File: src/rtl/tdm_tx_pkg.sv
package tdm_tx_pkg;

  typedef enum logic {
    SYNC_WORD = 1'b0,
    SYNC_BIT  = 1'b1
  } sync_len_e;

  function automatic bit is_pow2(input int v);
    return (v > 1) && ((v & (v - 1)) == 0);
  endfunction

endpackage

File: src/rtl/tdm_sample_fifo.sv
module tdm_sample_fifo #(
  parameter int W     = 16,
  parameter int DEPTH = 4,
  parameter int AW    = $clog2(DEPTH)
) (
  input  logic         clk,
  input  logic         rst,
  input  logic [W-1:0] wr_data,
  input  logic         wr_valid,
  output logic         wr_ready,
  input  logic         rd_pop,
  output logic [W-1:0] rd_data,
  output logic         empty
);

  localparam logic [AW:0] FULL_CNT = (AW + 1)'(DEPTH);

  logic [W-1:0]  mem [DEPTH];
  logic [AW-1:0] wr_ptr, rd_ptr;
  logic [AW:0]   count;
  logic          push, pop;

  assign wr_ready = (count != FULL_CNT);
  assign empty    = (count == '0);
  assign push     = wr_valid & wr_ready;
  assign pop      = rd_pop & ~empty;
  assign rd_data  = mem[rd_ptr];

  always_ff @(posedge clk) begin
    if (push) mem[wr_ptr] <= wr_data;
  end

  always_ff @(posedge clk) begin
    if (rst) begin
      wr_ptr <= '0;
      rd_ptr <= '0;
      count  <= '0;
    end else begin
      if (push) wr_ptr <= wr_ptr + 1'b1;
      if (pop)  rd_ptr <= rd_ptr + 1'b1;
      case ({push, pop})
        2'b10:   count <= count + 1'b1;
        2'b01:   count <= count - 1'b1;
        default: count <= count;
      endcase
    end
  end

endmodule

File: src/rtl/tdm_frame_tracker.sv
module tdm_frame_tracker
  import tdm_tx_pkg::*;
#(
  parameter int WORD_W = 16,
  parameter int SLOTS  = 8,
  parameter int POS_W  = $clog2(WORD_W * SLOTS)
) (
  input  logic             clk,
  input  logic             rst,
  input  logic             fsync,
  input  sync_len_e        len_mode,
  output logic             lock_q,
  output logic             lock_nxt,
  output logic [POS_W-1:0] pos_nxt,
  output logic             seq_break
);

  localparam logic [POS_W:0] WORD_LEN = (POS_W + 1)'(WORD_W);

  logic             fs_q;
  logic [POS_W-1:0] pos_q;
  logic             rise, exp_hi, width_err;

  always_comb begin
    rise      = fsync & ~fs_q;
    // Expected sync level for the period that the current edge closes.
    if (len_mode == SYNC_BIT) exp_hi = (pos_q == '0);
    else                      exp_hi = ({1'b0, pos_q} < WORD_LEN);
    width_err = lock_q & ~rise & (fsync != exp_hi);
    lock_nxt  = rise | (lock_q & ~width_err);
    seq_break = rise & ~(lock_q & (pos_q == '0));
    if (rise)        pos_nxt = POS_W'(1);
    else if (lock_q) pos_nxt = pos_q + 1'b1;
    else             pos_nxt = '0;
  end

  always_ff @(posedge clk) begin
    if (rst) begin
      fs_q   <= 1'b0;
      lock_q <= 1'b0;
      pos_q  <= '0;
    end else begin
      fs_q   <= fsync;
      lock_q <= lock_nxt;
      pos_q  <= pos_nxt;
    end
  end

endmodule

File: src/rtl/tdm_slot_shifter.sv
module tdm_slot_shifter #(
  parameter int WORD_W = 16,
  parameter int SLOTS  = 8,
  parameter int POS_W  = $clog2(WORD_W * SLOTS),
  parameter int BIT_W  = $clog2(WORD_W)
) (
  input  logic              clk,
  input  logic              rst,
  input  logic              lock_nxt,
  input  logic [POS_W-1:0]  pos_nxt,
  input  logic              seq_break,
  input  logic [SLOTS-1:0]  slot_mask,
  input  logic [WORD_W-1:0] head_data,
  input  logic              fifo_empty,
  input  logic              uf_clr,
  output logic              pop,
  output logic              ser_out,
  output logic              ser_oe,
  output logic              underrun
);

  logic [BIT_W-1:0]       bit_nxt;
  logic [POS_W-BIT_W-1:0] slot_nxt;
  logic                   act_q, act_nxt, mine, load, uf_set;
  logic [WORD_W-1:0]      shreg;

  assign bit_nxt  = pos_nxt[BIT_W-1:0];
  assign slot_nxt = pos_nxt[POS_W-1:BIT_W];

  always_comb begin
    mine = slot_mask[slot_nxt];
    if (!lock_nxt)            act_nxt = 1'b0;
    else if (bit_nxt == '0)   act_nxt = mine;
    else                      act_nxt = act_q & ~seq_break;
    load   = lock_nxt & (bit_nxt == '0) & mine;
    pop    = load & ~fifo_empty;
    uf_set = load & fifo_empty;
  end

  always_ff @(posedge clk) begin
    if (rst) begin
      act_q    <= 1'b0;
      ser_out  <= 1'b0;
      shreg    <= '0;
      underrun <= 1'b0;
    end else begin
      act_q    <= act_nxt;
      underrun <= uf_set | (underrun & ~uf_clr);
      if (load) begin
        if (fifo_empty) begin
          ser_out <= 1'b0;
          shreg   <= '0;
        end else begin
          ser_out <= head_data[WORD_W-1];
          shreg   <= {head_data[WORD_W-2:0], 1'b0};
        end
      end else if (act_nxt) begin
        ser_out <= shreg[WORD_W-1];
        shreg   <= {shreg[WORD_W-2:0], 1'b0};
      end else begin
        ser_out <= 1'b0;
      end
    end
  end

  assign ser_oe = act_q;

endmodule

File: src/rtl/tdm_slot_tx.sv
module tdm_slot_tx
  import tdm_tx_pkg::*;
#(
  parameter int WORD_W     = 16,
  parameter int SLOTS      = 8,
  parameter int FIFO_DEPTH = 4
) (
  input  logic              clk,
  input  logic              rst,
  input  logic              fsync,
  input  logic              fs_len_bit,
  input  logic [SLOTS-1:0]  slot_mask,
  input  logic [WORD_W-1:0] s_data,
  input  logic              s_valid,
  output logic              s_ready,
  output logic              ser_out,
  output logic              ser_oe,
  output logic              underrun,
  input  logic              underrun_clr
);

  localparam int POS_W = $clog2(WORD_W * SLOTS);

  if (!is_pow2(WORD_W) || !is_pow2(SLOTS) || !is_pow2(FIFO_DEPTH)) begin : g_bad_params
    $error("tdm_slot_tx: WORD_W, SLOTS and FIFO_DEPTH must be powers of two");
  end

  logic              trk_locked, lock_nxt, seq_break;
  logic [POS_W-1:0]  pos_nxt;
  logic [WORD_W-1:0] head_data;
  logic              fifo_empty, pop;

  tdm_sample_fifo #(
    .W     (WORD_W),
    .DEPTH (FIFO_DEPTH)
  ) u_fifo (
    .clk      (clk),
    .rst      (rst),
    .wr_data  (s_data),
    .wr_valid (s_valid),
    .wr_ready (s_ready),
    .rd_pop   (pop),
    .rd_data  (head_data),
    .empty    (fifo_empty)
  );

  tdm_frame_tracker #(
    .WORD_W (WORD_W),
    .SLOTS  (SLOTS),
    .POS_W  (POS_W)
  ) u_track (
    .clk       (clk),
    .rst       (rst),
    .fsync     (fsync),
    .len_mode  (sync_len_e'(fs_len_bit)),
    .lock_q    (trk_locked),
    .lock_nxt  (lock_nxt),
    .pos_nxt   (pos_nxt),
    .seq_break (seq_break)
  );

  tdm_slot_shifter #(
    .WORD_W (WORD_W),
    .SLOTS  (SLOTS),
    .POS_W  (POS_W)
  ) u_shift (
    .clk        (clk),
    .rst        (rst),
    .lock_nxt   (lock_nxt),
    .pos_nxt    (pos_nxt),
    .seq_break  (seq_break),
    .slot_mask  (slot_mask),
    .head_data  (head_data),
    .fifo_empty (fifo_empty),
    .uf_clr     (underrun_clr),
    .pop        (pop),
    .ser_out    (ser_out),
    .ser_oe     (ser_oe),
    .underrun   (underrun)
  );

endmodule

File: config.mk
export PLATFORM = sky130hd
export DESIGN_NAME = tdm_slot_tx
export DESIGN_NICKNAME = d
export VERILOG_FILES = /design/src/rtl/tdm_tx_pkg.sv /design/src/rtl/tdm_sample_fifo.sv /design/src/rtl/tdm_frame_tracker.sv /design/src/rtl/tdm_slot_shifter.sv /design/src/rtl/tdm_slot_tx.sv
export SDC_FILE = /design/constraint.sdc
export NUM_CORES = 1
export LEC_CHECK = 0
export CORE_MARGIN = 2
export CORE_UTILIZATION = 52
export CTS_CLUSTER_DIAMETER = 200
export DETAILED_ROUTE_END_ITERATION = 7
export GPL_TIMING_DRIVEN = 0
export PLACE_DENSITY_LB_ADDON = 0.08
export SETUP_SLACK_MARGIN = 0.15
export SLEW_MARGIN = 10
export SYNTH_ARGS = -nofsm -noshare
export SYNTH_HDL_FRONTEND = slang
export SYNTH_SLANG_ARGS = --single-unit
File: constraint.sdc
create_clock -name clk -period 3.32 [get_ports clk]
set_input_delay 0.83 -clock clk [delete_from_list [all_inputs] [get_ports clk]]
set_output_delay 0.83 -clock clk [all_outputs]
set_load 0.03 [all_outputs]
Yosys cells after proc, flatten, opt, wreduce, memory -nomap -nowiden. Memories as Yosys holds them, arrays and structs flattened. A register that Yosys moved wholly into a read port is not among the register bits. Cells that the tools add are included.

Register bits: 35. Bits in writable memories: 64. Input port bits: 30. Output and inout port bits: 4. Memories kept: 1.

Memory list: u_fifo.mem (depth 4, width 16, read ports 1, clocked after memory_dff 1, write ports 1, line tdm_sample_fifo.sv:18) `logic [W-1:0] mem [DEPTH];`.

Add/subtract/negate cells: 5. Magnitude comparators: 2. Equality and inequality tests: 4. Multiplexer cells: 18. Bitwise logic cells: 23. Reductions and logical operators: 5.

Operators by type and width (count): 16-bit two-way mux (3); 1-bit AND (14); 7-bit two-way mux (2); 1-bit two-way mux (9); 7-bit by 1-bit adder with 7-bit output, second input constant (1); 7-bit logical NOT (1); 7-bit by 5-bit < comparator with 1-bit output, second input constant (1); 1-bit NOT (7); 3-bit one-hot mux with 2 select lines (1); 2-bit by 1-bit adder with 2-bit output, second input constant (2); 4-bit logical NOT (1); 3-bit by 4-bit < comparator with 1-bit output, second input constant (1); 2-bit two-way mux (2); 2-bit nonzero test (2); 3-bit by 1-bit adder with 3-bit output, second input constant (1); 1-bit binary-select mux with 3-bit select (1); 3-bit logical NOT (1); 3-bit inequality test, second input constant (1); 3-bit by 1-bit subtractor with 3-bit output, second input constant (1); 2-bit by 1-bit equality test with 1-bit output, second input constant (1); 2-bit equality test, second input constant (1); 1-bit bitwise OR (2); 1-bit inequality test (1).

Logic depth before layout (Yosys ltp). Gate-level depths: netlist of run 1.

Word-level depth: 14. Depth in mapped cells: 14. Mapped depth without buffers: 14.

Modules after synthesis. From an unflattened synthesis of run 1, not the netlist that was laid out.

Cells, all modules: 318. Area, all modules: 4339.2 um^2.

Modules (own cells, without submodules): tdm_sample_fifo (times used 1, cells each 138, area each 2822.7 um^2, sequential area each 2102.0 um^2); tdm_slot_shifter (times used 1, cells each 124, area each 1071.0 um^2, sequential area each 360.3 um^2); tdm_frame_tracker (times used 1, cells each 56, area each 445.4 um^2, sequential area each 180.2 um^2).

Worst setup path before layout of run 1. OpenSTA, ideal clock, no wires.

Path kind: input port to flip-flop. Start: in fsync. End: reg u_fifo.count[2]. Setup time: 0.071 ns. Arrival: 3.466 ns. Data required time: 3.249 ns. Slack: -0.217 ns. Stages: 13. Path buffers: 1. Path through: nand2b_1 > nand2_1 > or2_2 > buf_2 > mux2i_1 > mux2_2 > a211oi_2 > ha_1 > inv_1 > fa_1 > xor2_1 > or3_1 > a21oi_1.

Cells in the longest elaborated chain, start to end: 13.

RTL lines: start: declaration (line tdm_slot_tx.sv:10) `input logic fsync,`; 1-bit AND (line tdm_frame_tracker.sv:25) `rise = fsync & ~fs_q;`; 1-bit NOT (line tdm_frame_tracker.sv:29) `width_err = lock_q & ~rise & (fsync != exp_hi);`; 1-bit AND (2 in a row) (line tdm_frame_tracker.sv:29); 1-bit NOT (line tdm_frame_tracker.sv:30) `lock_nxt = rise | (lock_q & ~width_err);`; 1-bit AND (line tdm_frame_tracker.sv:30); 1-bit bitwise OR (line tdm_frame_tracker.sv:30); 1-bit AND (line tdm_slot_shifter.sv:35) `load = lock_nxt & (bit_nxt == '0) & mine;`; 1-bit AND (*) (line tdm_slot_shifter.sv:35); 1-bit AND (*) (line tdm_slot_shifter.sv:36) `pop = load & ~fifo_empty;`; 1-bit AND (*) (line tdm_sample_fifo.sv:26) `assign pop = rd_pop & ~empty;`; named net u_fifo.pop (line tdm_sample_fifo.sv:21) `logic push, pop;`; 2-bit by 1-bit equality test with 1-bit output or 2-bit equality test (tied branches) (line tdm_sample_fifo.sv:41) `case ({push, pop})`; 3-bit one-hot mux with 2 select lines or 2-bit nonzero test (tied branches); end signal: assignment (line tdm_sample_fifo.sv:42) `2'b10: count <= count + 1'b1;`; end signal: assignment (line tdm_sample_fifo.sv:43) `2'b01: count <= count - 1'b1;`; end signal: assignment (line tdm_sample_fifo.sv:44) `default: count <= count;`; end: declaration (line tdm_sample_fifo.sv:20) `logic [AW:0] count;`.

The timed path passes the listed nets; every way through them passes the cells marked *. The select of a mux whose other input is x is not followed. A chain may end at the register's enable or synchronous reset.

Final worst setup path of run 1.
Start: reg u_track.pos_q[1]. End: reg u_fifo.count[2].

Cells in the longest elaborated chain, start to end: 13.

RTL lines: start: declaration (line tdm_frame_tracker.sv:21) `logic [POS_W-1:0] pos_q;`; start signal: assignment (line tdm_frame_tracker.sv:45) `pos_q <= pos_nxt;`; 7-bit by 5-bit < comparator with 1-bit output or 7-bit logical NOT (tied branches) (line tdm_frame_tracker.sv:28, tdm_frame_tracker.sv:27); 1-bit two-way mux (line tdm_frame_tracker.sv:27) `if (len_mode == SYNC_BIT) exp_hi = (pos_q == '0);`; 1-bit inequality test (line tdm_frame_tracker.sv:29); 1-bit AND (line tdm_frame_tracker.sv:29); 1-bit NOT (line tdm_frame_tracker.sv:30); 1-bit AND (line tdm_frame_tracker.sv:30); 1-bit bitwise OR (line tdm_frame_tracker.sv:30); 1-bit AND (line tdm_slot_shifter.sv:35); 1-bit AND (*) (line tdm_slot_shifter.sv:35); 1-bit AND (*) (line tdm_slot_shifter.sv:36); 1-bit AND (*) (line tdm_sample_fifo.sv:26); named net u_fifo.pop (line tdm_sample_fifo.sv:21); 2-bit by 1-bit equality test with 1-bit output or 2-bit equality test (tied branches) (line tdm_sample_fifo.sv:41); 3-bit one-hot mux with 2 select lines or 2-bit nonzero test (tied branches).

Marks and branches as above.

==> reports/metrics.cfg, run 1 <==
[status]
status=complete, no violations

[power]
power_leakage_nw=1.90
p_clk_share_pct=34.0
p_per_area_nw_per_um2=457
p_comb_share_pct=6.9
p_seq_share_pct=59.1
ir_drop_v=0.000353
p_switching_uw=538
internal_power_mw=1.80
switching_share_pct=23.0

[floorplan]
start_util_pct=53.4
ios=34
die_w_um=95.4
die_area_um2=9100
coreArea_um2=8130
rows=33
dieHeight_um=95.4

[worst_setup_path]
crit_path_top_delay_cell=dfxtp_4
end_kind=flip-flop
arrival_ns=3.48
cp-start-kind=flip-flop
reg2reg_depth=14
worstPathCellList=ha_4 -> and3_4 -> xnor2_2 -> or2_4 -> buf_6 -> mux2i_1 -> mux2_4 -> a211oi_4 -> ha_2 -> inv_1 -> fa_2 -> xor2_1 -> or3_1 -> a21oi_1
cp_num_buf_inv=2
regToRegSetupSlack_ns=0.13
cp_top_family=simple AND/OR/NAND/NOR gates
slowest_delay_ns=0.37
path_class=reg -> reg
worst-path-stages=14
crit_required_ns=3.61
cp_max_fo=5

[timing]
post-route-period-util_pct=96.1
max_slew.worst_pin.slew_ns=0.868
final-max-slew-violation-count=0
slew_headroom_pct=42.1
holdWs_ns=0.487
fin_skew_ns=0.0108
setup_violations=0
rsz0062_at_grt=yes
max_freq_mhz=313
hold_viol=0
finalCriticalPeriod_ns=3.19

[place]
place_congestion=0.666
placedCellCount=445
placement.io_buffers=32
dpl.hpwl_mm=5.06

[cts]
cts_max_path_buffers=2
path_clk_slew_ns=0.10
clkLatencyLatePin_ns=0.35
cts_tree=yes
ctsRootBufferMaster=clkbuf_8
clkSinkCount=100
h-tree-depth=3
cts_buffers=9

[yosys]
ys_warn_count=0
ys_seq_area_share_pct=60.9
yosys_register_bits=100
synth_cell_type_count=45
muxShareOfSynthArea_pct=16.7
synth-xor-area-share_pct=1.61
yosys.area_share.adder_pct=2.48
synth_fp_nets=346
avgSynthCellArea_um2=14.1
synth-compound-area-share_pct=4.90
yosys-top-cells-area=edfxtp_1, dfxtp_1, mux4_2
synth_edf_count=64
syn_inst=308
yosysTopAreaCell=edfxtp_1
synth_ff_type=edfxtp_1
synth_top_area_share_pct=44.3
syn_area_um2=4340
synth_top_family_by_area=multiplexers
async_flop_share_pct=0
synthSimpleGateAreaFrac_pct=10.3

[hold_path]
min_path_cells=2
hp-class=reg -> reg

[global_route]
grt_usage_pct=17.6
grt_pass1_wl_mm=12.0
grt_max_degree=19
grt.overflow.total=0
grt_antenna_before_repair=0
grt_pass1_vias=2474

[cells_and_area]
final_cell_mix=edfxtp_1, dfxtp_1, mux2i_1
instances_no_fill=469
final_common_cell=edfxtp_1
final_core_util_pct=63.0
diodes=0
seqCellArea_um2=2650
multi_input_area_um2=1620
final_nets=397
syn_to_final_growth_pct=18.0
drive_gt1_share_pct=20.9
nFillCells=623

[route]
wl_per_cell_um=15.9
via_per_inst=5.31
wl_mm=7.46
via_count=2490
drcViolationCount=0
drt_iter0_markers=118
ant_nets=0
dr.pass1.iters=4

[run]
cap_violations=0

## registers in the layout, indices dropped and copies added, names as in the netlist, 2 cells and up, named ones only
signal,flops
u_shift.shreg,15
u_fifo.count,3
u_fifo.wr_ptr,2
u_fifo.rd_ptr,2
u_fifo.mem,64
u_track.pos_q,7
## cell families (layout without fill, tap and decap cells)
| family | count (synthesis) | after routing |
|---|---|---|
| flops | 100 | 100 |
| simple gates | 88 | 88 |
| mux | 52 | 52 |
| compound gates | 27 | 27 |
| buf+inv | 25 | 81 |
| fa+ha+maj | 8 | 8 |
| xor+xnor | 8 | 8 |
## power by group through the flow
stage,Combinational (mW),Clock [mW],Sequential (mW)
finish,0.162,0.796,1.38
global route,0.179,0.862,1.39
CTS,0.163,0.813,1.38
detailed placement,0.161,0,1.41
global placement,0.157,0,1.41
floorplan,0.0905,0,1.41
## worst min-delay path, cell delays in order, from the launching register on
cell and delay, ns:
dfxtp_1 0.33, inv_1 0.05, o32ai_1 0.07
## metrics by stage
step / total power, mW / instance area (um^2) / setup TNS (ns) / worst slack [ns]
final: 2.34 / 5120 / 0 / 0.129
after global routing: 2.43 / 5120 / -0.00318 / -0.00318
after CTS: 2.36 / 5090 / 0 / 0.135
after detailed placement: 1.57 / 4830 / -1.24 / -0.650
after global placement: 1.57 / 4830 / -1.12 / -0.601
after floorplan: 1.50 / 4380 / 0 / 0.147
## final cells by class
type	instances	share of cell area, %
buffer	15	2.03
clock buffer	9	2.42
clock inverter	7	1.59
inverter	10	0.733
multi-input combinational	183	31.7
sequential	100	51.7
tap	105	2.56
timing repair buffer	40	7.33
## synthesized netlist by cell type, types with 2 or more instances
master	instances
dfxtp_1	36
nand2_1	28
a21oi_1	10
buf_6	3
or2_1	7
a211oi_1	2
clkbuf_1	8
or3_1	4
nand3_1	8
or2_2	8
edfxtp_1	64
nand2b_1	2
nor2b_1	3
mux2_2	4
mux2i_1	32
and3_1	6
nor2_1	10
xor2_1	3
nor3_1	6
o21ai_0	3
a21oi_4	2
mux4_2	16
inv_1	10
ha_1	7
xnor2_1	5
buf_2	2
## worst paths after layout
check | start | to
max | u_track.pos_q[1] | u_fifo.count[2]
min reg2reg | u_shift.shreg[15] | u_shift.ser_out
max reg2reg | u_track.pos_q[1] | u_fifo.count[2]
min | u_shift.shreg[15] | u_shift.ser_out
## routing by layer
layer	track usage, %	routed length (um)
met1	23.6	3460
met2	29.6	3650
met3	4.11	284
met4	3.93	59
met5	0	0
## repair_timing
| action | CTS | global route |
|---|---|---|
| resized for setup | 10 | 1 |
| pin swaps | 4 | 5 |
| setup buffers | 5 | 3 |
| endpoints found under the hold margin | 0 | 0 |
| setup endpoints to repair | 2 | 2 |
| hold buffers | 0 | 0 |
Note: power is estimated with default switching activity, not from simulation.
==> run 2: changes to the inputs <==
CORE_UTILIZATION = 54   (was 52)
CTS_BUF_LIST = sky130_fd_sc_hd__clkbuf_8   (was not set)
SYNTH_HIERARCHICAL = 1   (was not set)
==> run 2 against run 1 <==
Wire length increased by 5.4%. Clock power decreased by 7.4%. Fmax decreased by 3.1%. Power increased by 1.5%. Synthesized cell count increased by 3.2%. First-iteration DRC count unchanged. Count of clock-buffer cells in the layout unchanged. Global-route usage increased by 1.5 points. Flip-flop and latch count unchanged.
==> reports/metrics.cfg, run 2 <==
[status]
status=complete, no violations  ; unchanged

[global_route]
grt.overflow.total=0  ; unchanged
grtUsageMet2_pct=30.6  ; was 29.6%
grtUsageMet1_pct=26.4  ; was 23.6%
grt_pass1_vias=2551  ; was 2474
grt_antenna_before_repair=0  ; unchanged
grt_max_degree=20  ; was 19
grt_usage_pct=19.1  ; was 17.6%
grt_pass1_wl_mm=12.7  ; was 12.0 mm
use_met3_pct=4.67  ; was 4.11%
busiest_layer=met2  ; unchanged

[yosys]
synth_top_area_share_pct=44.3  ; about the same
synth_edf_count=64  ; unchanged
yosysTopAreaCell=edfxtp_1  ; unchanged
ys_warn_count=6  ; was 0
syn_area_um2=4340  ; about the same
avgSynthCellArea_um2=13.6  ; was 14.1 um^2
yosysMostFrequentCell=edfxtp_1  ; unchanged
synth_ff_type=edfxtp_1  ; unchanged
yosys_register_bits=100  ; unchanged
yosys-top-cells-area=edfxtp_1, dfxtp_1, mux4_2  ; unchanged
synth_fp_nets=356  ; was 346
synth_cell_type_count=44  ; was 45
syn_inst=318  ; was 308
ys_top_cells_by_count=edfxtp_1, dfxtp_1, nand2_1, nand3_1  ; was edfxtp_1, dfxtp_1, mux2i_1, nand2_1, mux4_2
ys_seq_area_share_pct=60.9  ; about the same
async_flop_share_pct=0  ; unchanged

[cts]
cts_tree=yes  ; unchanged
clkLatencyLatePin_ns=0.36  ; was 0.35 ns
h-tree-depth=3  ; unchanged
clkSinkCount=100  ; unchanged
ctsRootBufferMaster=clkbuf_8  ; unchanged
cts_max_path_buffers=2  ; unchanged
cts_buffers=9  ; unchanged
path_clk_slew_ns=0.10  ; about the same
hold_buffers=0  ; unchanged

[timing]
max_slew.worst_pin.slew_ns=0.907  ; was 0.868 ns
rsz0062_at_grt=yes  ; unchanged
setup_violations=0  ; unchanged
hold_viol=0  ; unchanged
post-route-period-util_pct=99.2  ; was 96.1%
finalCriticalPeriod_ns=3.29  ; was 3.19 ns
final-max-slew-violation-count=0  ; unchanged
fin_tns_setup_ns=0  ; unchanged
max_freq_mhz=304  ; was 313 MHz
fin_ws_ns=0.0271  ; was 0.129 ns
holdWs_ns=0.512  ; was 0.487 ns
slew_headroom_pct=39.5  ; was 42.1%
fin_skew_ns=0.0128  ; was 0.0108 ns

[cells_and_area]
syn_to_final_growth_pct=19.4  ; was 18.0%
instances_no_fill=482  ; was 469
top_register=u_fifo/mem  ; was u_fifo.mem
final_common_cell=edfxtp_1  ; unchanged
largest_register_ffs=64  ; unchanged
drive_gt1_share_pct=19.5  ; was 20.9%
final_nets=413  ; was 397
largestRegisters=u_fifo/mem x64, u_shift/shreg x15, u_track/pos_q x7  ; was u_fifo.mem x64, u_shift.shreg x15, u_track.pos_q x7
final_cell_mix=edfxtp_1, clkdlybuf4s50_1, dfxtp_1  ; was edfxtp_1, dfxtp_1, mux2i_1
diodes=0  ; unchanged

[floorplan]
dieHeight_um=93.6  ; was 95.4 um
die_w_um=93.6  ; was 95.4 um
rows=32  ; was 33
ios=34  ; unchanged
start_util_pct=55.9  ; was 53.4%
die_area_um2=8770  ; was 9100 um^2
coreArea_um2=7770  ; was 8130 um^2

[route]
drt_iter0_markers=118  ; unchanged
wl_mm=7.86  ; was 7.46 mm
drcViolationCount=0  ; unchanged
dr.pass1.iters=4  ; unchanged
ant_nets=0  ; unchanged
wl_per_cell_um=16.3  ; was 15.9 um
via_count=2670  ; was 2490
via_per_inst=5.54  ; was 5.31

[worst_setup_path]
cp-start-kind=flip-flop  ; unchanged
cp_max_fo=5  ; unchanged
crit_path_top_delay_cell=or3b_4  ; was dfxtp_4
crit_required_ns=3.63  ; was 3.61 ns
path_common_cell=inv_2
arrival_ns=3.60  ; was 3.48 ns
slowest_delay_ns=0.38  ; was 0.37 ns
worstPathCellList=inv_2 -> ha_1 -> or3b_4 -> a211o_1 -> nand3_2 -> o311ai_2 -> and4b_1 -> buf_6 -> nor2b_4 -> o31ai_4 -> inv_1 -> ha_2 -> inv_2 -> fa_2 -> xor2_1 -> or3_1 -> a21oi_2  ; was ha_4 -> and3_4 -> xnor2_2 -> or2_4 -> buf_6 -> mux2i_1 -> mux2_4 -> a211oi_4 -> ha_2 -> inv_1 -> fa_2 -> xor2_1 -> or3_1 -> a21oi_1
end_kind=flip-flop  ; unchanged
path_class=reg -> reg  ; unchanged

[hold_path]
hp-class=reg -> reg  ; unchanged

[place]
dpl.hpwl_mm=5.20  ; was 5.06 mm
placedCellCount=453  ; was 445
place_congestion=0.787  ; was 0.666
dp_slack_ns=-0.969  ; was -0.650 ns
placement.io_buffers=33  ; was 32

[power]
power_leakage_nw=1.71  ; was 1.90 nW
p_per_area_nw_per_um2=459  ; was 457 nW/um^2
ir_drop_v=0.000274  ; was 0.000353 V

[run]
cap_violations=0  ; unchanged

==> run 2: changes by cell type after synthesis, sizes merged, moves of 5 or more <==
cell and change:
a21oi -5, a21o +13, nand2 -7, nor2 +9
and3 -6, nand3 +12, or2 -15, o21ai +16
mux2i -13
==> run 2: worst paths after layout <==
check	startpoint	slack (ns)	end	cells after the start
min	u_shift/shreg[15]	0.51	u_shift/ser_out	1
min reg2reg	u_shift/shreg[15]	0.51	u_shift/ser_out	1
max	u_track/pos_q[0]	0.03	u_fifo/count[2]	17
max reg2reg	u_track/pos_q[0]	0.03	u_fifo/count[2]	17
==> run 2: worst max-delay path, delay by kind of cell (launching register included) <==
family	cells	cell delay, ns
xor gates and xnor gates	1	0.15
and+or+nand+nor	5	1.23
adders and majority gates	3	0.64
AOI/OAI and AO/OA	4	0.58
buffers and inverters	4	0.27
DFF	1	0.37
==> run 2: kinds of logic after synthesis <==
| logic type | Yosys count | synth area share (%) |
|---|---|---|
| DFF | 100 | 60.9 |
| and+or+nand+nor | 89 | 10.7 |
| AOI/OAI and AO/OA | 50 | 7.35 |
| muxes | 37 | 13.8 |
| buffers and inverters | 28 | 3.58 |
| adders and majority gates | 8 | 2.48 |
| xor gates and xnor gates | 6 | 1.21 |
==> run 2: stage by stage <==
| step | util [%] | total power [mW] | cell area [um^2] |
|---|---|---|---|
| 4_1_cts | 66.2 | 2.40 | 5140 |
| 3_3_place_gp | 62.3 | 1.65 | 4840 |
| 6_report | 66.7 | 2.38 | 5180 |
| 2_1_floorplan | - | 1.56 | 4380 |
| 3_5_place_dp | 62.3 | 1.66 | 4840 |
| 5_1_grt | 66.7 | 2.48 | 5180 |
==> run 2: final cells by class <==
cell class                      instances  area (um^2)
Sequential cell                       100         2660
Clock inverter                          7         61.3
Clock buffer                            9          124
Multi-Input combinational cell        190         1640
Timing Repair Buffer                   46          422
Tap cell                              102          128
Buffer                                 16          110
Inverter                               12         45.0
Fill cell                             600         2580
==> run 2: power by group <==
part           leakage (nW)  internal (mW)  switching (mW)
Clock                0.0997          0.291           0.446
Sequential            0.883           1.38          0.0224
Combinational         0.730          0.114           0.130
Total                  1.71           1.78           0.598
==> run 2: what timing repair did <==
item | in CTS | in global routing
endpoints found under the setup margin | 5 | 2
gates resized for setup | 14 | 12
setup buffers | 11 | 2
gates cloned | 0 | 0
pin swaps | 5 | 5
==> run 2: metal layers <==
metal	routed length [um]	up-vias
met1	3660	1319
met2	3810	52
met4	66	0
met5	0	-
met3	318	8
li1	-	1291
